File: config.mk
export PLATFORM = sky130hd
export DESIGN_NAME = swallow_counter
export DESIGN_NICKNAME = d
export VERILOG_FILES = /design/src/rtl/swallow_pkg.sv /design/src/rtl/swallow_cfg_check.sv /design/src/rtl/swallow_mc_decode.sv /design/src/rtl/swallow_counter.sv
export SDC_FILE = /design/constraint.sdc
export NUM_CORES = 1
export LEC_CHECK = 0
export BUFFER_PORTS_ARGS = -buffer_cell sky130_fd_sc_hd__buf_2
export CAP_MARGIN = 20
export CORE_MARGIN = 5
export CORE_UTILIZATION = 56
export DETAILED_ROUTE_END_ITERATION = 10
export PLACE_DENSITY_LB_ADDON = 0.2
export SLEW_MARGIN = 30
export SYNTH_ARGS = -nofsm -noshare
export SYNTH_HDL_FRONTEND = slang
export SYNTH_SLANG_ARGS = --single-unit
export TNS_END_PERCENT = 10
File: constraint.sdc
create_clock -name clk -period 4.2 [get_ports clk]
set_clock_uncertainty 0.2 [all_clocks]
set_input_delay 1.05 -clock clk [delete_from_list [all_inputs] [get_ports clk]]
set_output_delay 1.05 -clock clk [all_outputs]
set_load 0.02 [all_outputs]
File: src/rtl/swallow_pkg.sv
package swallow_pkg;
    localparam int unsigned SW_A_W   = 7;
    localparam int unsigned SW_M_W   = 10;
    localparam int unsigned SW_M_MIN = 8;
endpackage

File: src/rtl/swallow_cfg_check.sv
module swallow_cfg_check #(
    parameter int unsigned A_W   = swallow_pkg::SW_A_W,
    parameter int unsigned M_W   = swallow_pkg::SW_M_W,
    parameter int unsigned M_MIN = swallow_pkg::SW_M_MIN
) (
    input  logic           clk,
    input  logic           rst_n,
    input  logic [A_W-1:0] a_in,
    input  logic [M_W-1:0] m_in,
    output logic           err_o
);
    localparam int unsigned PAD = M_W - A_W;

    logic err_d, err_q;

    always_comb begin
        err_d = (m_in < M_W'(M_MIN)) || (m_in < {{PAD{1'b0}}, a_in});
    end

    always_ff @(posedge clk or negedge rst_n) begin
        if (!rst_n) err_q <= 1'b0;
        else        err_q <= err_d;
    end

    assign err_o = err_q;
endmodule

File: src/rtl/swallow_mc_decode.sv
module swallow_mc_decode #(
    parameter int unsigned A_W = swallow_pkg::SW_A_W,
    parameter int unsigned M_W = swallow_pkg::SW_M_W
) (
    input  logic [M_W-1:0] cnt_i,
    input  logic [A_W-1:0] a_live_i,
    input  logic [A_W-1:0] a_held_i,
    output logic           mc_o
);
    localparam int unsigned PAD = M_W - A_W;

    always_comb begin
        if (cnt_i == '0) mc_o = (a_live_i == '0);
        else             mc_o = (cnt_i >= {{PAD{1'b0}}, a_held_i});
    end
endmodule

File: src/rtl/swallow_counter.sv
module swallow_counter #(
    parameter int unsigned A_W   = swallow_pkg::SW_A_W,
    parameter int unsigned M_W   = swallow_pkg::SW_M_W,
    parameter int unsigned M_MIN = swallow_pkg::SW_M_MIN
) (
    input  logic           clk,
    input  logic           rst_n,
    input  logic           pulse_en,
    input  logic [A_W-1:0] a_in,
    input  logic [M_W-1:0] m_in,
    output logic           mod_ctl,
    output logic           fv,
    output logic           cfg_err
);
    typedef struct packed {
        logic [M_W-1:0] cnt;
        logic [A_W-1:0] a;
        logic [M_W-1:0] m;
        logic           fv;
    } state_t;

    state_t         st_d, st_q;
    logic           at_start;
    logic [M_W-1:0] m_eff;

    always_comb begin
        st_d     = st_q;
        st_d.fv  = 1'b0;
        at_start = (st_q.cnt == '0);
        m_eff    = at_start ? m_in : st_q.m;
        if (pulse_en) begin
            if (at_start) begin
                st_d.a = a_in;
                st_d.m = m_in;
            end
            if (st_q.cnt == m_eff - M_W'(1)) begin
                st_d.cnt = '0;
                st_d.fv  = 1'b1;
            end else begin
                st_d.cnt = st_q.cnt + M_W'(1);
            end
        end
    end

    always_ff @(posedge clk or negedge rst_n) begin
        if (!rst_n) st_q <= '0;
        else        st_q <= st_d;
    end

    swallow_mc_decode #(.A_W(A_W), .M_W(M_W)) u_mc (
        .cnt_i    (st_q.cnt),
        .a_live_i (a_in),
        .a_held_i (st_q.a),
        .mc_o     (mod_ctl)
    );

    swallow_cfg_check #(.A_W(A_W), .M_W(M_W), .M_MIN(M_MIN)) u_cfg (
        .clk   (clk),
        .rst_n (rst_n),
        .a_in  (a_in),
        .m_in  (m_in),
        .err_o (cfg_err)
    );

    assign fv = st_q.fv;
endmodule

==> run metrics, run 1 <==
status complete, no violations; Seq pwr share a little over a third; post-synthesis sequential area ratio approximately a third; clock power share 21.2%; # H-tree levels 2; clock buffer depth 2; syn avg cell area ~9.4 um2; aggregate negative setup slack 0 ns; switching pwr approximately 0.42 mW; min Tclk post-route 3.81 ns; FF-to-FF setup slack about 0.39 ns; IO Count 23; Worst Path Required approximately 4.2 ns; Internal Power between 0.6 and 0.7 mW; Gate power share roughly 43%; port bufs 22; max incr delay on CP between 0.5 and 0.6 ns; fillcell total roughly 330; power density of the placed cells between 400 and 500 nW/um2; Final HPWL DP around 3800 um; Synth cell types between 50 and 60; crit path kind register to register; maximum clock frequency 262 MHz; Via density between 5 and 6; Worst path slowest cell or3_1; DRC viols 0; slew at the pin closest to its max-slew limit ~0.8 ns; Slew headroom a little under half; worst-path cell chain or3_1 > nor3_4 > mux2i_1 > ha_1 > nand2b_1 > nor4_1 > mux2i_1 > xnor2_1 > nor4_1 > and4_4 > or4b_1 > o221ai_1; critical path's top delay family simple AND/OR/NAND/NOR gates; multi-input logic area around 1400 um2; layout cell share with drive strength beyond 1 20.7%; post-synth top area cell dfrtp_1; pre-CTS WS around 0.5 ns; R2R depth 12; antenna violations before repair 0; CTS root buf clkbuf_8; Synth Flop Type dfrtp_1; post-route ant nets 0; crit path max fanout 14; die area around 5300 um2; Hold Fails Final Rpt 0; hold_sp st_q[17]$_DFFE_PN0P_; via total after detailed routing about 1800; sw frac 39.1%; later-pin clock latency in the skew report between 0.2 and 0.3 ns; Reg area 726 um2; unrepaired setup endpoints after global routing no; Max Slew Vio Count 0; vias in the first global route 1795; Final setup viols 0; # nets final approximately 300; Pre-antenna DRT Iters 4; drt initial violations approximately 120; maxcap violations 0; WL/cell 16.8 um; largest net degree at the start of global routing 30; Post-CTS Setup Inserts 0; hold-fix buffers at CTS 0; CP Capture Type register; ranking of synthesized cells by area dfrtp_1, ha_1, mux2_2; leak pwr about 1.2 nW; Area Overhead vs Synth 11.4%; Clock Sink Count 29; row count 22; die height 72.8 um; Synth Register Bits 29; final setup margin between 0.3 and 0.4 ns; global-route usage over all layers a little over a fifth; CTS tree done; CTS clock-pin slew for the worst setup and hold paths around 0.060 ns; Diodes inserted 0; Hold Path Class register to register; Arr. time, crit path roughly 3.8 ns; first-pass GRT wire length between 8000 and 9000 um; core box area approximately 3700 um2; FF-to-FF End st_q[22]$_DFFE_PN0P_; IR drop worst, VDD between 300 and 400 uV; Post-synth ARST share between 90% and 100%; CTS Buf Count 5; Worst R2R Start st_q[25]$_DFFE_PN0P_; post-CTS sizing 0; Buf/Inv on CP 0; startpoint types register; Synth warnings 0; top cell type's share of synthesized area about a third; WHS Path Cells 2; Post-Syn Area between 2000 and 2500 um2; Die Width a little over 70 um; GRT overflow 0; syn_nets roughly 270; Post-synth top cells dfrtp_1, inv_1, ha_1; Worst Hold Path EP st_q[17]$_DFFE_PN0P_; period utilization slightly above 90%; Syn Inst Count 235; GP Congestion about 0.88; initial core utilization 58.9%; Post-synth EDFFs 0; Routed WL a little over 5000 um; most common cell in the netlist dfrtp_1
==> cells by family (layout without fill, tap and decap cells) <==
group	Yosys count	in the layout	synth area share [%]
compound gates	48	48	15.4
xor+xnor	13	13	5.16
flops	29	29	32.9
mux	24	24	11.6
simple gates	79	79	21.0
fa+ha+maj	16	16	9.08
buf+inv	26	52	4.82
==> cell type report <==
class / count / area share, %
clock buffer: 7 / 3.51
inverter: 19 / 2.90
multi-input combinational: 180 / 55.9
sequential: 29 / 29.5
tap: 48 / 2.44
timing repair buffer: 26 / 5.70
==> sequential cells by signal, summed over array words and instances, names as in the netlist <==
| name | cells |
|---|---|
| u_cfg.err_o | 1 |
| fv | 1 |
| st_q | 27 |
==> worst reg2reg max path: cells and delay by family (launching register included) <==
family | cells | cell delay, ns
compound gates | 1 | 0.08
xor+xnor | 1 | 0.24
fa+ha+maj | 1 | 0.26
flops | 1 | 0.52
mux | 2 | 0.44
simple gates | 7 | 1.98
==> worst max path at each step <==
stage                         start                    to  depth (start not counted)
2_1_floorplan  st_q[21]$_DFFE_PN0P_  st_q[22]$_DFFE_PN0P_                         12
3_3_place_gp   st_q[25]$_DFFE_PN0P_  st_q[22]$_DFFE_PN0P_                         12
3_5_place_dp   st_q[25]$_DFFE_PN0P_  st_q[24]$_DFFE_PN0P_                         11
4_1_cts        st_q[25]$_DFFE_PN0P_  st_q[22]$_DFFE_PN0P_                         12
5_1_grt        st_q[25]$_DFFE_PN0P_  st_q[22]$_DFFE_PN0P_                         12
6_report       st_q[25]$_DFFE_PN0P_  st_q[22]$_DFFE_PN0P_                         12
==> cells in the final DEF, fill, tap and decap left out, types with 3 or more instances in the layout <==
cell type,n
a21o_1,11
and3_1,3
buf_2,22
buf_4,4
clkbuf_8,6
dfrtp_1,29
ha_1,16
inv_1,19
mux2_2,13
mux2i_1,11
nand2_1,12
nand2b_1,7
nand3_1,6
nor2_1,13
nor2b_1,4
nor3_1,7
nor4_1,5
o21ai_0,13
o31ai_1,3
or3_1,3
xnor2_1,10
xor2_1,3
==> metrics by stage <==
step,area (um2),hold WS (ns),utilization [%],std cells,total power [mW]
CTS,2460,0.284,65.6,309,1.09
global placement,2370,0.264,63.3,302,0.842
floorplan,2210,0.250,-,235,0.719
finish,2460,0.285,65.6,309,1.09
detailed placement,2370,0.271,63.3,302,0.851
global route,2460,0.301,65.6,309,1.17
==> routing by layer <==
metal	part of all wire, %	wire (um)	vias up	GRT usage, %
li1	-	-	906	-
met1	46	2410	878	29.5
met2	46	2380	52	31.8
met3	5.8	303	11	5.10
met4	1.8	96	0	9.63
met5	0	0	-	0
==> power by group through the flow <==
stage	sequential, mW	combinational (mW)	clock (mW)
floorplan	0.375	0.344	0
global placement	0.392	0.450	0
detailed placement	0.393	0.458	0
CTS	0.388	0.463	0.235
global route	0.400	0.519	0.247
finish	0.391	0.466	0.231
(Power assumes the default switching activity.)
==> run 2: changes to the inputs <==
CTS_BUF_LIST = sky130_fd_sc_hd__clkbuf_16   (was default)
==> run metrics, run 2 (synthesized netlist as in run 1, its figures left out) <==
die area roughly 5300 um2; Arr. time, crit path about 3.7 ns; CTS root buf clkbuf_16; hold-fix buffers at CTS 0; aggregate negative setup slack 0 ns; commonest non-fill, non-tap cells in the layout dfrtp_1, buf_2, inv_1, ha_1; maxcap violations 0; DRC viols 0; max incr delay on CP approximately 0.57 ns; final instance area approximately 2500 um2; Max Slew Vio Count 0; crit path max fanout 14; CTS clock-pin slew for the worst setup and hold paths 0.05 ns; post-CTS sizing 0; initial core utilization about 59%; GRT overflow 0; Pre-antenna DRT Iters 4; Worst path slowest cell or3_1; Area Overhead vs Synth 13.5%; # nets final 297; global-route usage over all layers a little over a fifth; antenna violations before repair 0; via total after detailed routing between 1500 and 2000; Hold Path Class register to register; core box area 3740 um2; Tot Pwr about 1.2 mW; vias in the first global route approximately 1800; Routed WL ~5300 um; max reg flops 27; Final setup viols 0; min Tclk post-route around 3.8 ns; port bufs 22; status complete, no violations; CP Capture Type register; power density of the placed cells roughly 470 nW/um2; row count 22; CTS tree done; Slew headroom between 40 and 50%; Diodes inserted 0; leak pwr between 1 and 1.5 nW; period utilization about nine tenths; first-pass GRT wire length ~8800 um; Post-CTS Setup Inserts 0; CTS Buf Count 5; IO Count 23; Hold Fails Final Rpt 0; crit path kind register to register; critical path's top delay family simple AND/OR/NAND/NOR gates; startpoint types register; drt initial violations 186; Die Width slightly above 70 um; largest net degree at the start of global routing 30; most common cell after layout, fill and taps aside dfrtp_1; later-pin clock latency in the skew report 0.27 ns; Reg with most FFs st_q; Final HPWL DP roughly 3800 um; Buf/Inv on CP 0; die height about 73 um; GP Congestion ~0.88; unrepaired setup endpoints after global routing no; layout cell share with drive strength beyond 1 20.3%; WL/cell roughly 17 um; slew at the pin closest to its max-slew limit between 0.8 and 0.9 ns; placed cell areas between 2000 and 2500 um2; Clock Sink Count 29; post-route ant nets 0; worst-path cell chain or3_1 > nor3_4 > mux2i_1 > ha_1 > nand2b_1 > nor4_1 > mux2i_1 > xnor2_1 > nor4_1 > and4_4 > or4b_1 > o221ai_1; clock buffer depth 2; IR drop worst, VDD 313 uV; # H-tree levels 2; Worst Path Required about 4.2 ns; Via density approximately 6.0; maximum clock frequency 266 MHz
-- run 2: cell count changes in the layout (fill, tap and decap cells not counted), sizes merged --
| cell | before | now |
|---|---|---|
| clkinv | 0 | 1 |
| inv | 19 | 20 |
| clkbuf | 7 | 5 |
-- run 2: stage by stage --
step / setup slack (ns) / hold slack [ns] / instances / utilization (%)
after floorplan: 0.785 / 0.250 / 235 / -
after global placement: 0.462 / 0.264 / 302 / 63.3
after detailed placement: 0.502 / 0.271 / 302 / 63.3
after CTS: 0.458 / 0.281 / 309 / 66.9
after global routing: 0.237 / 0.298 / 309 / 66.9
final: 0.439 / 0.282 / 309 / 66.9
-- run 2: path summary, 6_finish.rpt --
path	to	from	depth (start not counted)	slack (ns)
max	st_q[22]$_DFFE_PN0P_	st_q[25]$_DFFE_PN0P_	12	0.44
max in group asynchronous	st_q[27]$_DFFE_PN0P_	rst_n	1	2.76
min reg2reg	st_q[17]$_DFFE_PN0P_	st_q[17]$_DFFE_PN0P_	2	0.28
min	st_q[17]$_DFFE_PN0P_	st_q[17]$_DFFE_PN0P_	2	0.28
min in group asynchronous	st_q[5]$_DFFE_PN0P_	rst_n	1	0.61
max reg2reg	st_q[22]$_DFFE_PN0P_	st_q[25]$_DFFE_PN0P_	12	0.44
-- run 2: area by class of cell --
type,instances,area (um2)
Clock buffer,5,125
Timing Repair Buffer,26,140
Multi-Input combinational cell,180,1370
Fill cell,322,1240
Clock inverter,2,7.51
Inverter,19,71.3
Sequential cell,29,726
Tap cell,48,60.1
-- run 2: per-layer routing --
layer  up-vias  global-route usage, %  wire [um]
met2        65                   34.3       2510
met5         -                      0          0
met4         0                   8.81        110
met1       864                   29.2       2400
li1        910                      -          -
met3        11                   4.27        303
-- run 2: power breakdown --
group	total, mW	switching [mW]	internal, mW
clock network	0.321	0.110	0.210
registers	0.391	0.0684	0.323
logic	0.471	0.258	0.212
total	1.18	0.437	0.745
-- run 2: worst reg2reg max path, delay by kind of cell (launching register included) --
kind	cells	cell delay [ns]
flip-flops	1	0.51
XOR/XNOR	1	0.23
multiplexers	2	0.42
AND/OR/NAND/NOR	7	1.98
AO/OA/AOI/OAI	1	0.08
adder cells (fa/ha/maj)	1	0.26
==> run 3: changes to the inputs <==
ABC_AREA = 1   (was default)
CAP_MARGIN = default   (was 20)
SYNTH_HIERARCHICAL = 1   (was default)
==> run metrics, run 3 <==
Syn Inst Count between 300 and 400; aggregate negative setup slack 0 ns; commonest non-fill, non-tap cells in the layout nand2_1, inv_1, dfrtp_1, nor2_1; clock buffer depth 2; # nets final between 400 and 500; ranking of synthesized cells by area dfrtp_1, nand2_1, inv_1; later-pin clock latency in the skew report roughly 0.28 ns; power density of the placed cells about 370 nW/um2; largest family of logic cells by synthesized area simple AND/OR/NAND/NOR gates; Tot Pwr between 1 and 1.5 mW; Internal Power between 0.6 and 0.7 mW; DRC viols 0; top cell type's share of synthesized area between 20% and 30%; Buf/Inv on CP 2; WL/cell around 12 um; Clock Sink Count 29; sw frac a little under two fifths; worst-path cell chain inv_1 > ha_1 > nand3_2 > nor2_2 > nand3_1 > nand2_2 > ha_1 > nand3_2 > o21ai_1 > nand2_1 > nand2_1 > nand2_1 > nor2_4 > nand3_4 > nand2_1 > inv_1; IO Count 23; fillcell total just over 400; CTS tree done; Worst Hold Path EP st_q[2]$_DFFE_PN0P_; Post-synth top cells nand2_1, inv_1, dfrtp_1; Synth Area in Compound Gates 3.74%; simple-gate share of the synthesized area around two fifths; row count 24; Synth Flop Type dfrtp_1; Via density 4.87; most common cell in the netlist nand2_1; Diodes inserted 0; drt initial violations 71; Synth Register Bits 29; Hold Fails Final Rpt 0; CP Capture Type register; R2R depth 16; Arr. time, crit path between 3 and 4 ns; unrepaired setup endpoints after global routing no; crit path kind register to register; min Tclk post-route roughly 3.1 ns; Gate power share a little under a third; GRT overflow 0; CTS root buf clkbuf_16; clock power share between 30% and 40%; vias in the first global route about 2100; maximum clock frequency 321 MHz; max incr delay on CP between 0.4 and 0.5 ns; Routed WL 5290 um; Final HPWL DP 4250 um; leak pwr approximately 1.7 nW; Stages on worst setup path 16; Synth cell types 28; Pre-antenna DRT Iters 4; multi-input logic area 1450 um2; Worst Path Required roughly 4.2 ns; hold-fix buffers at CTS 0; hold_sp st_q[2]$_DFFE_PN0P_; syn avg cell area about 6.8 um2; FF-to-FF setup slack 1.09 ns; core box area between 4000 and 5000 um2; mux cell area share after synthesis between 3 and 4%; antenna violations before repair 0; Area Overhead vs Synth 11.5%; most common cell after layout, fill and taps aside nand2_1; adder-cell share of the synthesized area 7.98%; Hold Path Class register to register; CTS Buf Count 5; first-pass GRT wire length between 9000 and 10000 um; switching pwr a little under 0.4 mW; Slew headroom ~55%; die area around 5900 um2; Seq pwr share a little over a third; Worst path slowest cell nor2_2; Die Width 76.9 um; Post-Syn Area 2510 um2; crit path max fanout 11; startpoint types register; die height 76.9 um; post-synthesis xor/xnor area fraction under 10%; max reg flops 27; via total after detailed routing ~2200; port bufs 22; # H-tree levels 2; syn_nets between 400 and 500; critical path's most frequent cell nand2_1; Reg with most FFs st_q; critical path's top delay family simple AND/OR/NAND/NOR gates; IR drop worst, VDD around 240 uV; post-synthesis sequential area ratio just under 30%; post-route ant nets 0; post-synth top area cell dfrtp_1; CTS clock-pin slew for the worst setup and hold paths about 0.050 ns; status complete, no violations; initial core utilization 57.6%; Worst R2R Start st_q[18]$_DFFE_PN0P_; FF-to-FF End st_q[27]$_DFFE_PN0P_; maxcap violations 0; Reg area between 700 and 800 um2; largest net degree at the start of global routing 30; Post-synth ARST share 100%; slew at the pin closest to its max-slew limit slightly below 0.7 ns; period utilization 74.1%; Final setup viols 0; global-route usage over all layers 19.9%; GP Congestion 0.920; Post-synth EDFFs 0; Synth warnings 6; layout cell share with drive strength beyond 1 roughly a fifth; WHS Path Cells 2; post-CTS sizing 0; Max Slew Vio Count 0; Post-CTS Setup Inserts 0
## run 3: changes by cell type in the layout (fill, tap and decap cells not counted), moves of 7 or more
| cell | previous run | this run |
|---|---|---|
| nand2_2 | 0 | 12 |
| nand2b_1 | 7 | 0 |
| a21o_1 | 11 | 0 |
| inv_2 | 0 | 7 |
| xnor2_1 | 10 | 0 |
| nor2_1 | 13 | 24 |
| mux2i_1 | 11 | 0 |
| xor2_1 | 3 | 12 |
| nand2_1 | 12 | 110 |
| nor2_2 | 0 | 8 |
| inv_1 | 20 | 71 |
| nand3_1 | 6 | 22 |
## run 3: tightest hold or removal path, cell delays in order, from the launching register on
cell	delay (ns)
dfrtp_1	0.34
nand2_1	0.05
o21ai_0	0.05
## run 3: layout make-up
type,count,area share (%)
Multi-Input combinational cell,254,51.9
Clock buffer,5,4.47
Tap cell,52,2.33
Sequential cell,29,26.0
Clock inverter,3,0.447
Inverter,78,10.5
Timing Repair Buffer,24,4.47
## run 3: kinds of logic (layout without fill, tap and decap cells)
family          after synthesis  after routing
flops                        29             29
buf+inv                      84            110
compound gates               18             18
mux                           7              7
fa+ha+maj                    16             16
simple gates                201            201
xor+xnor                     12             12
## run 3: metal layers
| layer | track usage [%] | share of wire, % |
|---|---|---|
| met1 | 25.7 | 47 |
| met2 | 33.3 | 49 |
| met3 | 3.75 | 2.8 |
| met4 | 6.64 | 1.5 |
| met5 | 0 | 0 |
## run 3: worst max-delay path by stage
| stage | start | to | slack, ns |
|---|---|---|---|
| detailed placement | st_q[18]$_DFFE_PN0P_ | st_q[21]$_DFFE_PN0P_ | 1.10 |
| floorplan | a_in[6] | mod_ctl | 1.40 |
| global route | st_q[18]$_DFFE_PN0P_ | st_q[26]$_DFFE_PN0P_ | 0.73 |
| CTS | st_q[18]$_DFFE_PN0P_ | st_q[27]$_DFFE_PN0P_ | 1.07 |
| finish | st_q[18]$_DFFE_PN0P_ | st_q[27]$_DFFE_PN0P_ | 1.09 |
| global placement | a_in[6] | mod_ctl | 1.15 |
## run 3: power by group through the flow
| stage | registers, mW | clock network (mW) | logic, mW |
|---|---|---|---|
| 2_1_floorplan | 0.354 | 0 | 0.265 |
| 4_1_cts | 0.374 | 0.338 | 0.326 |
| 6_report | 0.374 | 0.332 | 0.325 |
| 5_1_grt | 0.380 | 0.356 | 0.389 |
| 3_3_place_gp | 0.378 | 0 | 0.316 |
| 3_5_place_dp | 0.379 | 0 | 0.324 |
## run 3: through the flow
step                hold WS [ns]  utilization [%]  instance area [um2]  cells  setup slack [ns]
floorplan                  0.253                -                 2510    367              1.40
global placement           0.267             61.1                 2660    437              1.15
detailed placement         0.273             61.1                 2660    437              1.10
CTS                        0.286             64.2                 2800    445              1.07
global route               0.312             64.2                 2800    445             0.729
finish                     0.281             64.2                 2800    445              1.09
